`src/rtl/dac_pwr_ctrl.sv`:
```
module dac_pwr_ctrl #(
  parameter int W             = 12,
  parameter int SETTLE_CYCLES = 8
) (
  input  logic         clk,
  input  logic         rst_n,
  input  logic         pd_pin,
  input  logic         lock_pin,
  input  logic         clr_n,
  input  logic         rst_mid,
  input  logic         cmd_sleep,
  input  logic         cmd_wake,
  output logic         shut,
  output logic         hold,
  output logic [W-1:0] rst_code,
  output logic         clr_in_reg,
  output logic         clr_dac_reg,
  output logic         clr_upo,
  output logic         ready
);
  localparam int CW = $clog2(SETTLE_CYCLES + 1);
  localparam logic [W-1:0] MID = {1'b1, {(W-1){1'b0}}};
  localparam logic [CW-1:0] LOAD = CW'(SETTLE_CYCLES);

  logic          lock_q, boot, shut_q, upo_q;
  logic [CW-1:0] cnt;
  logic          lock_fall, exit_ev, enter_ev;

  assign lock_fall = lock_q & ~lock_pin;
  assign exit_ev   = lock_fall | cmd_wake | ~clr_n;
  assign enter_ev  = lock_pin & (pd_pin | cmd_sleep);

  always_ff @(posedge clk or negedge rst_n) begin
    if (!rst_n) begin
      lock_q <= 1'b0;
      boot   <= 1'b1;
      shut_q <= 1'b0;
      upo_q  <= 1'b0;
      cnt    <= '0;
    end else begin
      lock_q <= lock_pin;
      boot   <= 1'b0;
      upo_q  <= shut_q & ~clr_n;
      if (exit_ev)       shut_q <= 1'b0;
      else if (enter_ev) shut_q <= 1'b1;
      if (shut_q && exit_ev) cnt <= LOAD;
      else if (cnt != '0)    cnt <= cnt - 1'b1;
    end
  end

  assign shut        = shut_q;
  assign hold        = shut_q;
  assign rst_code    = rst_mid ? MID : '0;
  assign clr_in_reg  = boot;
  assign clr_dac_reg = boot | ~clr_n;
  assign clr_upo     = upo_q;
  assign ready       = ~shut_q && (cnt == '0);
endmodule

```
`config.mk`:
```
export PLATFORM = sky130hd
export DESIGN_NAME = dac_pwr_ctrl
export DESIGN_NICKNAME = d
export VERILOG_FILES = /design/src/rtl/dac_pwr_ctrl.sv
export SDC_FILE = /design/constraint.sdc
export NUM_CORES = 1
export LEC_CHECK = 0
export BUFFER_PORTS_ARGS = -buffer_cell sky130_fd_sc_hd__buf_2
export CELL_PAD_IN_SITES_DETAIL_PLACEMENT = 1
export CELL_PAD_IN_SITES_GLOBAL_PLACEMENT = 2
export CORE_MARGIN = 1.5
export CORE_UTILIZATION = 21
export CTS_CLUSTER_DIAMETER = 200
export DETAILED_ROUTE_END_ITERATION = 16
export PLACE_DENSITY_LB_ADDON = 0.1
export SLEW_MARGIN = 15
export SYNTH_ARGS = -nofsm -noshare
export SYNTH_HDL_FRONTEND = slang
export SYNTH_SLANG_ARGS = --single-unit
```
`constraint.sdc`:
```
create_clock -name clk -period 1.25 [get_ports clk]
set_input_delay 0.25 -clock clk [delete_from_list [all_inputs] [get_ports clk]]
set_output_delay 0.25 -clock clk [all_outputs]
set_load 0.02 [all_outputs]
```
==> key figures <==
Place
  • Gp weighted congestion: 0.682
  • Cells after DPL: 93
  • Dpl hpwl: 713 um
  • Buffers on Ports: 12
  • Dpl ws: -252 ps

Finish
  • Share of cells above drive strength 1: 49.3%
  • Largest register FFs: 4
  • Area growth from synthesis to layout: 45.3%
  • Register with the most flip-flops: cnt
  • Nets: 86
  • Fillcell total: 264
  • # diodes: 0
  • Finished Layout Cells: 103

Clock tree
  • Cts bufs inserted: 3
  • CTS tree: built
  • Clock Pin Slew Worst Setup and Hold Paths: 60 ps
  • # H-tree levels: 1
  • Clock Latency Late Sink: 260 ps
  • CTS root buf: clkbuf_4
  • Clk buf depth: 2
  • CTS Sinks: 8

Yosys
  • Seq/Total Area, Yosys: 41.9%
  • Synth Flop Type: dfrtp_1
  • Mapped Area: 480 sq um
  • EDFF count, synth: 0
  • Gate Count Post-Synth: 49
  • Yosys reg bits: 8
  • Ys Warns: 0
  • Ys async rst share: 100%
  • Syn avg cell area: 9.81 sq um
  • Post-synth cell types: 21

Setup path
  • CP delay by family, top: simple AND/OR/NAND/NOR gates
  • CP Class: register to output pin
  • Worst endpoint required time: 1000 ps
  • CP endpoint kind: output pin
  • CP max-delay cell: or3b_4
  • CP max stage delay: 400 ps
  • Worst-path cell chain: inv_2, ha_4, or3b_4, nor2_4, buf_6
  • Critical path buffer and inverter count: 2
  • Arr. time, crit path: 1460 ps
  • Crit path max fanout: 2
  • Setup crit start kind: register

Routing
  • Antenna violation net count after detailed routing: 0
  • Via density: 3.70
  • DRT Pass-1 Iters: 2
  • Post-Route WL: 982 um
  • Vias: 381
  • Wire per inst: 9.53 um
  • Iteration-0 DRC Markers: 4
  • DRC Markers: 0

Floorplan
  • Starting Density: 21.9%
  • Die H: 50.8 um
  • Row cnt: 17
  • Io pins: 26
  • Die Width: 50.8 um
  • Std-Cell Core Area: 2190 sq um
  • Die footprint: 2580 sq um

STA
  • Minimum clock period: 1710 ps
  • Clock skew: 1.44 ps
  • RSZ-0062 raised after global routing: true
  • Crit share post-route: 137%
  • Max Clock Freq: 586 MHz
  • Final Setup Violations: 4
  • Fin. Hold Viols: 0
  • Max-slew violations: 0
  • Final setup margin: -457 ps
  • Setup_tns: -1260 ps

Power
  • Power per cell area: 1980 nW/um^2
  • Leakage: 0.360 nW
  • Worst VDD drop: 889 uV

Worst hold path
  • HP Class: primary input to register

Outcome
  • Failing checks: setup timing
  • Status: complete, but fails checks

GRT
  • Gr ovfl total: 0
  • Initial antenna violation count: 0
  • First-pass GRT wire length: 1.65 mm
  • Vias in the first global route: 368
  • GRT Total Usage: 9.40%
  • Pin count of the biggest net entering global routing: 9

Job
  • Max_cap viols: 0
## report_power, final
part	switching, mW	internal, mW	leakage, nW
registers	0.0456	0.336	0.0954
logic	0.313	0.460	0.250
clock network	0.108	0.123	0.0150
## layout make-up
type	count	area, sq um	share of cell area (%)
multi-input combinational	36	254	36.4
sequential	8	203	29.0
timing repair buffer	24	169	24.2
tap	28	35.0	5.02
clock buffer	4	26.3	3.76
inverter	3	11.3	1.61
## cell usage in the layout, fill, tap and decap left out, types with 2 or more instances in the layout
cell type / synthesis / routed
nor2b_1: 2 / 2
clkbuf_4: 0 / 3
dfrtp_1: 7 / 6
nor3_1: 3 / 2
buf_6: 0 / 3
inv_2: 0 / 2
nand2_1: 2 / 2
conb_1: 1 / 12
buf_4: 13 / 10
nand2b_4: 0 / 2
buf_2: 0 / 10
## cell families (layout without fill, tap and decap cells)
family	after synthesis	in the layout	synth area share, %
muxes	1	1	2.08
DFF	8	8	41.9
adders and majority gates	2	2	5.21
xor gates and xnor gates	1	1	1.82
and+or+nand+nor	16	16	19.8
other	1	12	0.781
buffers and inverters	16	31	22.7
AOI/OAI and AO/OA	4	4	5.73
## synthesized netlist by cell type (all sizes together), types with 2 or more instances
cell,instances,area (sq um)
dfrtp,7,175
nor2,2,7.51
buf,13,97.6
ha,2,25.0
nor2b,2,12.5
nand2b,3,18.8
inv,3,11.3
nor3,3,15.0
nand2,2,7.51
## worst register-to-register path, stage by stage (launching register included)
cell and delay, ps:
dfrtp_1 380, inv_2 80, ha_4 130, or3b_4 400, buf_4 150, buf_6 110, buf_4 120, o211a_1 200
## path summary, 6_finish.rpt
kind / startpoint / to / slack, ps / cells after the start
hold reg to reg: lock_q / hold / 590 / 3
max in group asynchronous: rst_n / clr_in_reg / 650 / 2
hold / removal: lock_pin / lock_q / 120 / 1
min in group asynchronous: rst_n / cnt[2] / 360 / 2
setup / recovery: cnt[0] / ready / -460 / 5
setup reg to reg: cnt[0] / cnt[1] / -430 / 7
## metal layers
| metal | share of wire [%] | global-route usage (%) | vias up |
|---|---|---|---|
| met5 | 0 | 0 | - |
| li1 | - | - | 183 |
| met3 | 4.3 | 2.63 | 4 |
| met1 | 44 | 11.0 | 179 |
| met4 | 2.7 | 8.11 | 0 |
| met2 | 49 | 14.0 | 15 |
## per-stage QoR
| stage | hold slack [ps] | utilization, % | total power, mW | area [sq um] |
|---|---|---|---|---|
| 6_report | 119 | 31.9 | 1.38 | 698 |
| 5_1_grt | 100 | 31.9 | 1.53 | 698 |
| 4_1_cts | 106 | 30.3 | 1.30 | 663 |
| 3_5_place_dp | 112 | 26.7 | 0.981 | 584 |
| 3_3_place_gp | 113 | 26.7 | 0.994 | 584 |
| 2_1_floorplan | -45.6 | - | 0.787 | 542 |
## repair_timing
item	CTS	global route
setup endpoints to repair	4	8
hold buffers	1	0
resized for setup	5	6
buffers inserted	3	2
pin swaps	2	1
endpoints found under the hold margin	7	0
Power figures use the tool's default switching activity.
